### src/rtl/dbg_reg_pkg.sv
package dbg_reg_pkg;

  typedef enum logic {
    HS_IDLE = 1'b0,
    HS_BUSY = 1'b1
  } hs_state_e;

  localparam int unsigned RO_SEED = 32'd90;

  function automatic int unsigned idx_width(int unsigned n);
    return (n > 1) ? $clog2(n) : 1;
  endfunction

  function automatic bit in_window(int unsigned a, int unsigned base, int unsigned cnt);
    return (a >= base) && (a < base + cnt);
  endfunction

  function automatic int unsigned window_offset(int unsigned a, int unsigned base);
    return a - base;
  endfunction

  // constant byte lane of a read-only register
  function automatic logic [7:0] ro_lane(int unsigned idx, int unsigned lane);
    return 8'((RO_SEED + idx * 8 + lane) % 256);
  endfunction

endpackage

### src/rtl/dbg_hs_ctrl.sv
module dbg_hs_ctrl
  import dbg_reg_pkg::*;
(
  input  logic clk,
  input  logic rst,
  input  logic req,
  output logic start,
  output logic ack
);

  hs_state_e state_q, state_d;

  always_comb begin
    state_d = state_q;
    case (state_q)
      HS_IDLE: if (req)  state_d = HS_BUSY;
      HS_BUSY: if (!req) state_d = HS_IDLE;
      default: state_d = HS_IDLE;
    endcase
  end

  always_ff @(posedge clk) begin
    if (rst) state_q <= HS_IDLE;
    else     state_q <= state_d;
  end

  assign start = (state_q == HS_IDLE) && req;
  assign ack   = (state_q == HS_BUSY);


  ack_rise_chk: assert property (@(posedge clk) disable iff (rst)
    (!ack && req) |=> ack);


  ack_hold_chk: assert property (@(posedge clk) disable iff (rst)
    (ack && req) |=> ack);


  one_start_chk: assert property (@(posedge clk) disable iff (rst)
    start |=> !start);


  ack_fall_chk: assert property (@(posedge clk) disable iff (rst)
    (ack && !req) |=> !ack);

endmodule

### src/rtl/dbg_addr_dec.sv
module dbg_addr_dec
  import dbg_reg_pkg::*;
#(
  parameter int unsigned ADDR_W  = 8,
  parameter int unsigned RW_REGS = 4,
  parameter int unsigned RO_REGS = 2,
  parameter int unsigned RO_BASE = 16,
  parameter int unsigned RW_IW   = 2,
  parameter int unsigned RO_IW   = 1
) (
  input  logic [ADDR_W-1:0] addr,
  output logic              rw_hit,
  output logic [RW_IW-1:0]  rw_idx,
  output logic              ro_hit,
  output logic [RO_IW-1:0]  ro_idx,
  output logic              miss
);

  int unsigned a;

  always_comb begin
    a      = 32'(addr);
    rw_hit = in_window(a, 0, RW_REGS);
    ro_hit = in_window(a, RO_BASE, RO_REGS);
    rw_idx = RW_IW'(a);
    ro_idx = RO_IW'(window_offset(a, RO_BASE));
    miss   = !rw_hit && !ro_hit;
  end


  dec_excl_chk: assert final ($onehot({rw_hit, ro_hit, miss}));

endmodule

### src/rtl/dbg_reg_bank.sv
module dbg_reg_bank
  import dbg_reg_pkg::*;
#(
  parameter int unsigned DATA_W  = 64,
  parameter int unsigned RW_REGS = 4,
  parameter int unsigned RO_REGS = 2,
  parameter int unsigned RW_IW   = 2,
  parameter int unsigned RO_IW   = 1
) (
  input  logic              clk,
  input  logic              rst,
  input  logic              start,
  input  logic              write,
  input  logic [DATA_W-1:0] wdata,
  input  logic              rw_hit,
  input  logic [RW_IW-1:0]  rw_idx,
  input  logic              ro_hit,
  input  logic [RO_IW-1:0]  ro_idx,
  output logic [DATA_W-1:0] rdata
);

  localparam int unsigned LANES = DATA_W / 8;

  logic [DATA_W-1:0]         rw_q   [RW_REGS];
  logic [DATA_W-1:0]         ro_val [RO_REGS];
  logic [RW_REGS-1:0]        rw_wen;
  logic [RW_REGS*DATA_W-1:0] rw_flat;
  logic [DATA_W-1:0]         rd_mux;

  for (genvar i = 0; i < RW_REGS; i++) begin : g_rw
    assign rw_wen[i] = start && write && rw_hit && (32'(rw_idx) == i);
    assign rw_flat[i*DATA_W +: DATA_W] = rw_q[i];
  end

  for (genvar k = 0; k < RO_REGS; k++) begin : g_ro
    for (genvar b = 0; b < LANES; b++) begin : g_lane
      assign ro_val[k][b*8 +: 8] = ro_lane(k, b);
    end
  end

  always_ff @(posedge clk) begin
    for (int i = 0; i < RW_REGS; i++) begin
      if (rst)            rw_q[i] <= '0;
      else if (rw_wen[i]) rw_q[i] <= wdata;
    end
  end

  always_comb begin
    rd_mux = '0;
    if (rw_hit)      rd_mux = rw_q[rw_idx];
    else if (ro_hit) rd_mux = ro_val[ro_idx];
  end

  always_ff @(posedge clk) begin
    if (rst)        rdata <= '0;
    else if (start) rdata <= write ? '0 : rd_mux;
  end


  reg_quiet_chk: assert property (@(posedge clk) disable iff (rst)
    !start |=> $stable(rw_flat));


  wr_zero_chk: assert property (@(posedge clk) disable iff (rst)
    (start && write) |=> (rdata == '0));

endmodule

### src/rtl/dbg_reg_target.sv
module dbg_reg_target
  import dbg_reg_pkg::*;
#(
  parameter int unsigned ADDR_W  = 8,
  parameter int unsigned DATA_W  = 64,
  parameter int unsigned RW_REGS = 4,
  parameter int unsigned RO_REGS = 2,
  parameter int unsigned RO_BASE = 16
) (
  input  logic              clk,
  input  logic              rst,
  input  logic              bus_req,
  input  logic [ADDR_W-1:0] bus_addr,
  input  logic              bus_write,
  input  logic [DATA_W-1:0] bus_wdata,
  output logic [DATA_W-1:0] bus_rdata,
  output logic              bus_ack
);

  localparam int unsigned RW_IW = idx_width(RW_REGS);
  localparam int unsigned RO_IW = idx_width(RO_REGS);

  logic             start;
  logic             rw_hit, ro_hit, miss;
  logic [RW_IW-1:0] rw_idx;
  logic [RO_IW-1:0] ro_idx;

  dbg_hs_ctrl u_ctrl (
    .clk   (clk),
    .rst   (rst),
    .req   (bus_req),
    .start (start),
    .ack   (bus_ack)
  );

  dbg_addr_dec #(
    .ADDR_W (ADDR_W), .RW_REGS (RW_REGS), .RO_REGS (RO_REGS),
    .RO_BASE(RO_BASE), .RW_IW (RW_IW), .RO_IW (RO_IW)
  ) u_dec (
    .addr   (bus_addr),
    .rw_hit (rw_hit),
    .rw_idx (rw_idx),
    .ro_hit (ro_hit),
    .ro_idx (ro_idx),
    .miss   (miss)
  );

  dbg_reg_bank #(
    .DATA_W (DATA_W), .RW_REGS (RW_REGS), .RO_REGS (RO_REGS),
    .RW_IW  (RW_IW), .RO_IW (RO_IW)
  ) u_bank (
    .clk    (clk),
    .rst    (rst),
    .start  (start),
    .write  (bus_write),
    .wdata  (bus_wdata),
    .rw_hit (rw_hit),
    .rw_idx (rw_idx),
    .ro_hit (ro_hit),
    .ro_idx (ro_idx),
    .rdata  (bus_rdata)
  );


  rdata_stable_chk: assert property (@(posedge clk) disable iff (rst)
    (bus_ack && bus_req) |=> $stable(bus_rdata));


  miss_zero_chk: assert property (@(posedge clk) disable iff (rst)
    (start && !bus_write && miss) |=> (bus_rdata == '0));


  rst_quiet_chk: assert property (@(posedge clk)
    rst |=> (!bus_ack && bus_rdata == '0));

endmodule

### config.mk
export PLATFORM = sky130hd
export DESIGN_NAME = dbg_reg_target
export DESIGN_NICKNAME = d
export VERILOG_FILES = /design/src/rtl/dbg_reg_pkg.sv /design/src/rtl/dbg_hs_ctrl.sv /design/src/rtl/dbg_addr_dec.sv /design/src/rtl/dbg_reg_bank.sv /design/src/rtl/dbg_reg_target.sv
export SDC_FILE = /design/constraint.sdc
export NUM_CORES = 1
export LEC_CHECK = 0
export ABC_AREA = 0
export BUFFER_PORTS_ARGS = -buffer_cell sky130_fd_sc_hd__buf_4
export CAP_MARGIN = 10
export CELL_PAD_IN_SITES_DETAIL_PLACEMENT = 1
export CELL_PAD_IN_SITES_GLOBAL_PLACEMENT = 2
export CORE_ASPECT_RATIO = 0.8
export CORE_UTILIZATION = 30
export CTS_CLUSTER_DIAMETER = 200
export CTS_CLUSTER_SIZE = 8
export DETAILED_ROUTE_END_ITERATION = 8
export HOLD_SLACK_MARGIN = 0.05
export PLACE_DENSITY = 0.61
export SLEW_MARGIN = 10
export SYNTH_ARGS = -nofsm -noshare
export SYNTH_HDL_FRONTEND = slang
export SYNTH_SLANG_ARGS = --single-unit
export TNS_END_PERCENT = 5
### constraint.sdc
create_clock -name clk -period 6.1 [get_ports clk]
set_clock_uncertainty 0.1 [all_clocks]
set_input_delay 1.83 -clock clk [delete_from_list [all_inputs] [get_ports clk]]
set_output_delay 1.83 -clock clk [all_outputs]
set_load 0.05 [all_outputs]
==> results.json, run 1 <==
{
  "hold_buffers": 0,
  "maxSlewViolCount": 0,
  "synth-compound-area-share_pct": 4.31,
  "grt_pass1_wl_um": 59800,
  "rsz0062_at_grt": "false",
  "antenna_found_initial": 1,
  "drcViolationCount": 0,
  "cts_sinks": 321,
  "grt_usage_pct": 17.1,
  "postLayoutCoreUtil_pct": 37.6,
  "cts_made_buffers": 46,
  "r2r-start": "u_ctrl.ack",
  "finalNetCount": 1189,
  "drive_above_1_share_pct": 25.4,
  "antenna_left": 0,
  "ys_types": 32,
  "grt_max_degree": 73,
  "layout_common_cells": "256 x edfxtp_1, 161 x and2_1, 155 x buf_4, 95 x nor3_1",
  "path_class": "in -> reg",
  "cts_resized": 0,
  "slew_headroom_pct": 37.9,
  "layout_commonest_cell": "edfxtp_1",
  "dp_slack_ps": 1070,
  "synthSimpleGateAreaFrac_pct": 17.1,
  "syn_nets": 1069,
  "start_util_pct": 30.6,
  "instances_no_fill": 1755,
  "post-dp-hpwl_um": 23100,
  "cp.arrival_ps": 4570,
  "crit_required_ps": 6240,
  "top_level_ports": 141,
  "yosys_warnings": 0,
  "drtIter0Drc": 631,
  "yosys.area_share.xor_xnor_pct": 0,
  "worstSetupEndpointType": "flop",
  "synth_area_per_cell_um2": 13.8,
  "rrSetupSlack_ps": 3270,
  "hold_viol_final": 0,
  "die_x_um": 241,
  "dieArea_mm2": 0.0466,
  "fp-row-count": 69,
  "final.period_utilization_pct": 72.6,
  "r2r_end": "u_bank.rw_q[0][0]",
  "syn_area_mm2": 0.0137,
  "powerDensity_mw_per_mm2": 304,
  "clk_latency_ps": 530,
  "synthAdderAreaFrac_pct": 0,
  "cts_buffer_depth": 3,
  "portBuffers": 140,
  "rr_worst_depth": 5,
  "status": "complete, no violations",
  "synth_top_family_by_area": "simple AND/OR/NAND/NOR gates",
  "setup_violations": 0,
  "yosysSeqAreaShare_pct": 65.5,
  "cts_tree": "yes",
  "gr-total-overflow": 0,
  "chipHeight_um": 193,
  "synthCells": 993,
  "placed_cells": 1668,
  "ys_seq_elements": 321,
  "vias": 8676,
  "cts-root-buf": "clkbuf_16",
  "area_growth_syn_to_layout_pct": 22.9,
  "fmax_mhz": 226,
  "ctsHtreeMaxLevel": 2,
  "worst_slew_pin_slew_ps": 931,
  "grt_pass1_vias": 9297,
  "start_kind": "input pin",
  "path_max_fanout": 41,
  "leakagePower_nw": 5.98,
  "wl_per_cell_um": 22.6,
  "hp-start": "u_bank.rdata[62]",
  "tns_ps": 0,
  "layout_setup_ws_ps": 1670,
  "routed_wl_um": 39700,
  "min_period_ps": 4430,
  "synthMuxAreaShare_pct": 10.5,
  "critPathLaunch": "bus_addr[6]",
  "clkTransAtPathRegs_ps": 50,
  "endpoint": "u_bank.rw_q[0][0]",
  "peakVddDrop_mv": 0.165,
  "first_pass_iters": 5,
  "gp_congestion": 0.696,
  "hp-class": "reg -> reg",
  "cts_setup_buffers": 0,
  "max_cap_violations": 0,
  "core_mm2": 0.0448,
  "via_per_inst": 4.94
}
==> worst max-delay path: stages <==
cell,delay (ps)
buf_4,110
or4_4,570
or4_4,780
nor2_1,300
a31o_4,640
buf_4,300
==> layout make-up <==
cell class	count	area, µm²
Fill cell	4636	27900
Sequential cell	321	8990
Multi-Input combinational cell	580	4450
Clock buffer	85	1360
Timing Repair Buffer	162	1290
Tap cell	603	754
Clock inverter	1	8.76
Inverter	2	8.76
Antenna cell	1	2.50
==> cells by family after synthesis <==
kind of cell | Yosys count
AO/OA/AOI/OAI | 93
buffers and inverters | 92
flip-flops | 321
multiplexers | 64
AND/OR/NAND/NOR | 423
==> power breakdown <==
group          leakage (nW)  internal [mW]  total [mW]  switching (mW)
clock                 0.650           1.49        2.42           0.937
sequential             3.27           2.40        2.42          0.0133
combinational          2.05          0.101       0.280           0.179
==> worst min path at each step <==
| stage | slack, ps | cells after the start | to |
|---|---|---|---|
| 3_5_place_dp | 350 | 2 | u_bank.rdata[40] |
| 6_report | 350 | 2 | u_bank.rdata[62] |
| 4_1_cts | 360 | 2 | u_bank.rdata[14] |
| 5_1_grt | 370 | 2 | u_bank.rdata[14] |
| 2_1_floorplan | 570 | 3 | u_bank.rdata[0] |
| 3_3_place_gp | 340 | 2 | u_bank.rdata[40] |
==> cells in the mapped netlist <==
master	count	area share [%]
edfxtp_1	256	56
and2_1	161	7.3
nor3_1	95	3.5
dfxtp_1	65	9.5
nand3_1	65	2.4
mux4_2	64	11
clkbuf_1	58	1.6
nand2_1	43	1.2
nor2_1	26	0.71
buf_1	24	0.66
a21oi_1	23	0.84
o21ai_0	23	0.84
a22oi_1	22	1.2
a211oi_1	20	1.1
nor3b_1	20	1.1
clkbuf_2	6	0.22
nand2b_1	3	0.14
a31o_2	2	0.13
a41o_1	2	0.15
nor2b_1	2	0.091
nor4_4	2	0.31
a2111oi_0	1	0.064
buf_2	1	0.036
buf_4	1	0.055
inv_1	1	0.027
inv_2	1	0.027
nor3_4	1	0.12
nor4_1	1	0.046
or3_1	1	0.046
or3b_2	1	0.064
or4_1	1	0.055
or4_4	1	0.082
==> routing by layer <==
metal / up-vias / track usage [%] / routed length, µm / share of wire, %
met5: - / 0 / 0 / 0
met4: 0 / 3.91 / 598 / 1.5
met3: 50 / 3.44 / 1800 / 4.5
met2: 174 / 26.3 / 18000 / 45
met1: 4462 / 24.9 / 19300 / 49
li1: 3990 / - / - / -
==> per-stage QoR <==
step	instance area, µm²	power, mW	hold WS [ps]
after floorplan	13700	2.60	565
after global placement	15500	2.75	343
after detailed placement	15500	2.75	351
after CTS	16900	5.19	356
after global routing	16900	5.29	370
final	16900	5.12	354
==> registers in the layout (all words and copies together), names as in the netlist <==
signal / flops
u_bank.rdata: 64
u_bank.rw_q: 256
u_ctrl.ack: 1
Power figures use the tool's default switching activity.
==> run 2: changes to the inputs <==
Settings changed: PLACE_DENSITY 0.61 to 0.63.
Clock period 6.1 ns to 4 ns, I/O delays scaled along.
==> run 2 against run 1 <==
Compared with the run above: sequential cell count stayed put; clock power grew 50%; critical path depth up 1; cell count increased by 0.91%; utilization is 0.43 points higher; largest power group unchanged; highest routed layer is now met5.
==> results.json, run 2 (same netlist as run 1, synthesis figures left out) <==
{
  "layout_commonest_cell": "edfxtp_1",
  "post-dp-hpwl_um": 24300,
  "rrSetupSlack_ps": 1750,
  "routed_wl_um": 40000,
  "start_kind": "input pin",
  "crit_required_ps": 4310,
  "maxSlewViolCount": 0,
  "wl_per_cell_um": 22.6,
  "cts_tree": "yes",
  "gp_congestion": 0.718,
  "peakVddDrop_mv": 0.249,
  "place_area_mm2": 0.0157,
  "chipHeight_um": 193,
  "r2r-start": "u_ctrl.ack",
  "powerDensity_mw_per_mm2": 455,
  "cts-root-buf": "clkbuf_16",
  "final.period_utilization_pct": 79.7,
  "cts_made_buffers": 46,
  "path_class": "in -> reg",
  "worstSetupEndpointType": "flop",
  "hp-class": "reg -> reg",
  "cts_setup_buffers": 0,
  "clk_latency_ps": 540,
  "start_util_pct": 30.6,
  "worst_slew_pin_slew_ps": 839,
  "postLayoutCoreUtil_pct": 38.1,
  "instances_no_fill": 1771,
  "core_mm2": 0.0448,
  "hp-start": "u_bank.rdata[62]",
  "path_max_fanout": 25,
  "antenna_found_initial": 4,
  "finalNetCount": 1205,
  "antenna_left": 0,
  "ctsHtreeMaxLevel": 2,
  "hold_viol_final": 0,
  "via_per_inst": 4.92,
  "placed_cells": 1684,
  "largest_reg_flops": 256,
  "grt_usage_pct": 17.3,
  "top_level_ports": 141,
  "holdPathEnd": "u_bank.rdata[62]",
  "whs_path_depth": 2,
  "vias": 8719,
  "rr_worst_depth": 6,
  "grt_max_degree": 80,
  "drtIter0Drc": 484,
  "setup_violations": 0,
  "cts_buffer_depth": 3,
  "die_x_um": 241,
  "cts_resized": 0,
  "fp-row-count": 69,
  "rsz0062_at_grt": "false",
  "gr-total-overflow": 0,
  "cts_sinks": 321,
  "cp.arrival_ps": 3490,
  "dieArea_mm2": 0.0466,
  "area_growth_syn_to_layout_pct": 24.3,
  "portBuffers": 140,
  "regMostFlops": "u_bank.rw_q",
  "fmax_mhz": 314,
  "max_cap_violations": 0,
  "grt_pass1_wl_um": 60400,
  "clkTransAtPathRegs_ps": 50,
  "slew_headroom_pct": 44.1,
  "leakagePower_nw": 6.07,
  "r2r_end": "u_bank.rw_q[2][15]",
  "final_area_mm2": 0.0171,
  "min_period_ps": 3190,
  "grt_pass1_vias": 9374,
  "layout_common_cells": "256 x edfxtp_1, 162 x buf_4, 161 x and2_1, 95 x nor3_1",
  "first_pass_iters": 4,
  "status": "complete, no violations",
  "drcViolationCount": 0,
  "hold_buffers": 0,
  "drive_above_1_share_pct": 26.3
}
run 2: cell count changes in the layout (fill, tap and decap cells not counted), sizes merged:
| cell | previous run | this run |
|---|---|---|
| diode | 1 | 2 |
| buf | 162 | 178 |
| clkbuf | 85 | 83 |
| inv | 1 | 2 |
run 2: worst max-delay path, stage by stage:
cell and delay (ps):
buf_4 110, or4_4 590, or4_4 580, buf_4 260, nor4_4 260, buf_4 310
and2_1 170
run 2: area by class of cell:
class                           count  area [µm²]
Antenna cell                        2        5.00
Clock buffer                       83        1310
Clock inverter                      2        17.5
Fill cell                        4609       27700
Inverter                            2        8.76
Multi-Input combinational cell    580        4450
Sequential cell                   321        8990
Tap cell                          603         754
Timing Repair Buffer              178        1520
run 2: per-layer routing:
metal	global-route usage (%)	vias up	part of all wire, %
li1	-	4015	-
met1	24.7	4444	46
met2	26.2	192	45
met3	3.94	64	6.1
met4	5.04	4	2.0
met5	0	-	0.055
run 2: how the worst max path moves through the flow:
| stage | to | depth (start not counted) | startpoint | slack [ps] |
|---|---|---|---|---|
| 6_report | u_bank.rw_q[2][15] | 7 | bus_addr[6] | 810 |
| 3_3_place_gp | u_bank.rw_q[2][13] | 7 | bus_addr[6] | 290 |
| 2_1_floorplan | u_bank.rw_q[1][0] | 5 | bus_addr[6] | -390 |
| 3_5_place_dp | u_bank.rw_q[2][53] | 7 | bus_addr[6] | 270 |
| 5_1_grt | u_bank.rw_q[2][63] | 7 | bus_addr[6] | 750 |
| 4_1_cts | u_bank.rw_q[2][15] | 7 | bus_addr[6] | 830 |
run 2: through the flow:
step / hold slack (ps) / total power [mW] / setup WS, ps / setup TNS (ps)
after floorplan: 565 / 3.97 / -391 / -50080
after global placement: 344 / 4.21 / 290 / 0
after detailed placement: 344 / 4.21 / 266 / 0
after CTS: 351 / 7.88 / 829 / 0
after global routing: 370 / 8.02 / 750 / 0
final: 347 / 7.76 / 812 / 0
run 2: where the power goes:
part / internal (mW) / switching [mW]
Combinational: 0.175 / 0.278
Sequential: 3.66 / 0.0209
Clock: 2.19 / 1.44
Total: 6.03 / 1.73
==> run 3: changes to the inputs <==
Settings changed: ABC_AREA 0 to 1, PLACE_DENSITY 0.63 to 0.66.
Clock period 4 ns to 3.26 ns, I/O delays scaled along.
==> run 3 against run 2 <==
Compared with the run above: sequential cell count is the same; synthesized cell count grew 41%; non-clock buffer count is the same; final area shrank 2.1%; cell count grew 24%; sequential share of layout area grew 1.1 points; die area shrank 1.3%; utilization shrank 0.50 points; global-route usage grew 0.73 points; total power grew 23%; largest cell class unchanged; largest power group unchanged.
==> results.json, run 3 <==
{
  "status": "complete, no violations",
  "maxSlewViolCount": 0,
  "worst_slew_pin_slew_ps": 859,
  "leakagePower_nw": 6.91,
  "portBuffers": 140,
  "yosysSeqAreaShare_pct": 66.4,
  "yosys_most_used_dff": "edfxtp_1",
  "ys_seq_elements": 321,
  "clkPwrFrac_pct": 46.8,
  "setup_violations": 0,
  "routed_wl_um": 40500,
  "drive_above_1_share_pct": 15.6,
  "grt_max_degree": 66,
  "worstSetupEndpointType": "flop",
  "dieArea_mm2": 0.0460,
  "cts_buffer_depth": 3,
  "slew_headroom_pct": 42.8,
  "clk_latency_ps": 550,
  "worst_hold_slack_ps": 365,
  "cts_setup_buffers": 0,
  "synth_top_area_cell": "edfxtp_1",
  "post-dp-hpwl_um": 24600,
  "start_kind": "input pin",
  "yosys_warnings": 0,
  "dp_slack_ps": 376,
  "cts_sinks": 321,
  "yosysMostFrequentCell": "nor2_1",
  "die_x_um": 240,
  "chipHeight_um": 192,
  "cp.arrival_ps": 2510,
  "area_growth_syn_to_layout_pct": 23.3,
  "powerDensity_mw_per_mm2": 570,
  "top_level_ports": 141,
  "fp-row-count": 69,
  "peakVddDrop_mv": 0.302,
  "ys_types": 19,
  "ctsHtreeMaxLevel": 2,
  "layout_setup_ws_ps": 928,
  "start_util_pct": 30.5,
  "slowest_delay_ps": 550,
  "path_class": "in -> reg",
  "syn_nets": 1480,
  "cts_resized": 0,
  "path_common_cell": "buf_4",
  "synth_area_per_cell_um2": 9.65,
  "grt_usage_pct": 18.0,
  "gp_congestion": 0.710,
  "drcViolationCount": 0,
  "hold_viol_final": 0,
  "async_reset_ff_share_pct": 0,
  "crit_chain": "buf_4 > clkinv_1 > nand3_4 > buf_4 > nor2_1",
  "largest_reg_flops": 256,
  "final.period_utilization_pct": 71.5,
  "synthTopCellsByArea": "edfxtp_1 57%, nor2_1 13%, dfxtp_1 9.6%",
  "drtIter0Drc": 414,
  "finalNetCount": 1630,
  "layout_commonest_cell": "nor2_1",
  "antenna_found_initial": 0,
  "internal_power_mw": 7.36,
  "min_period_ps": 2330,
  "syn_area_mm2": 0.0135,
  "place_area_mm2": 0.0154,
  "grt_pass1_vias": 10700,
  "regMostFlops": "u_bank.rw_q",
  "seqPwrFrac_pct": 47.4,
  "comb_power_share_pct": 5.8,
  "layout_common_cells": "471 x nor2_1, 307 x nand2_1, 256 x edfxtp_1, 167 x buf_4, 76 x inv_1",
  "vias": 10100,
  "synth_top_cell_area_share_pct": 56.8,
  "synth-edff-count": 256,
  "path_max_fanout": 41,
  "core_mm2": 0.0445,
  "hold_buffers": 0,
  "postLayoutCoreUtil_pct": 37.6,
  "cts_made_buffers": 46,
  "antenna_left": 0,
  "clkTransAtPathRegs_ps": 50,
  "synthCells": 1404,
  "via_per_inst": 4.58,
  "cts_tree": "yes",
  "final_area_mm2": 0.0167,
  "hp-class": "reg -> reg",
  "slowest_stage": "buf_4",
  "crit_required_ps": 3440,
  "cts-root-buf": "clkbuf_16",
  "rsz0062_at_grt": "false",
  "swShare_pct": 22.7,
  "gr-total-overflow": 0,
  "wl_per_cell_um": 18.4,
  "switchingPower_mw": 2.17,
  "grt_pass1_wl_um": 62700,
  "fmax_mhz": 429,
  "first_pass_iters": 4,
  "max_cap_violations": 0,
  "n_antenna_cell": 0,
  "synth_common_cells": "471 x nor2_1, 311 x nand2_1, 256 x edfxtp_1"
}
## run 3: cell types whose count changed after synthesis, moves of 41 or more
cell / previous run / this run
mux4_2: 64 / 0
nand3_1: 65 / 2
nor2_1: 26 / 471
a21oi_1: 23 / 64
inv_1: 1 / 77
nand2_1: 43 / 311
and2_1: 161 / 0
nor3_1: 95 / 1
## run 3: final timing paths
kind | startpoint | end | slack (ps) | depth (start not counted)
hold / removal | u_bank.rdata[39] | u_bank.rdata[39] | 370 | 2
hold reg to reg | u_bank.rdata[39] | u_bank.rdata[39] | 370 | 2
setup / recovery | rst | u_bank.rw_q[3][56] | 930 | 5
setup reg to reg | u_ctrl.ack | u_bank.rw_q[2][35] | 1330 | 7
## run 3: per-layer routing
| layer | vias up | routed length (µm) | GRT usage, % |
|---|---|---|---|
| met5 | - | 0 | 0 |
| met4 | 0 | 700 | 4.64 |
| met3 | 56 | 1270 | 2.54 |
| met2 | 157 | 19500 | 30.3 |
| met1 | 5004 | 19000 | 24.3 |
| li1 | 4836 | - | - |
## run 3: logic make-up (layout without fill, tap and decap cells)
kind of cell	count (synthesis)	in the layout	synth area share (%)
buffers and inverters	157	345	5.79
DFF	321	321	66.4
and+or+nand+nor	817	817	23.8
AOI/OAI and AO/OA	109	109	4.03
## run 3: per-stage QoR
stage	TNS, ps	power [mW]	std cells
2_1_floorplan	-122220	4.89	1404
3_3_place_gp	0	5.16	2109
3_5_place_dp	0	5.16	2109
4_1_cts	0	9.68	2195
5_1_grt	0	9.87	2195
6_report	0	9.53	2195
## run 3: final cells by class
| class | count | area, µm² |
|---|---|---|
| fillers | 5018 | 27800 |
| repair buffers | 178 | 1470 |
| inverters | 81 | 304 |
| multi-input cells | 926 | 3830 |
| flip-flops and latches | 321 | 8990 |
| well taps | 603 | 754 |
| clock buffers | 83 | 1310 |
| clock inverters | 3 | 41.3 |
## run 3: worst max-delay path, delay by kind of cell
kind / cells / cell delay [ps]
buffers and inverters: 3 / 1150
and+or+nand+nor: 2 / 360
## run 3: power groups by stage
stage | Combinational, mW | Clock [mW] | Sequential, mW
6_report | 0.549 | 4.46 | 4.52
5_1_grt | 0.613 | 4.74 | 4.52
4_1_cts | 0.569 | 4.59 | 4.52
3_5_place_dp | 0.567 | 0 | 4.60
3_3_place_gp | 0.562 | 0 | 4.59
2_1_floorplan | 0.278 | 0 | 4.61
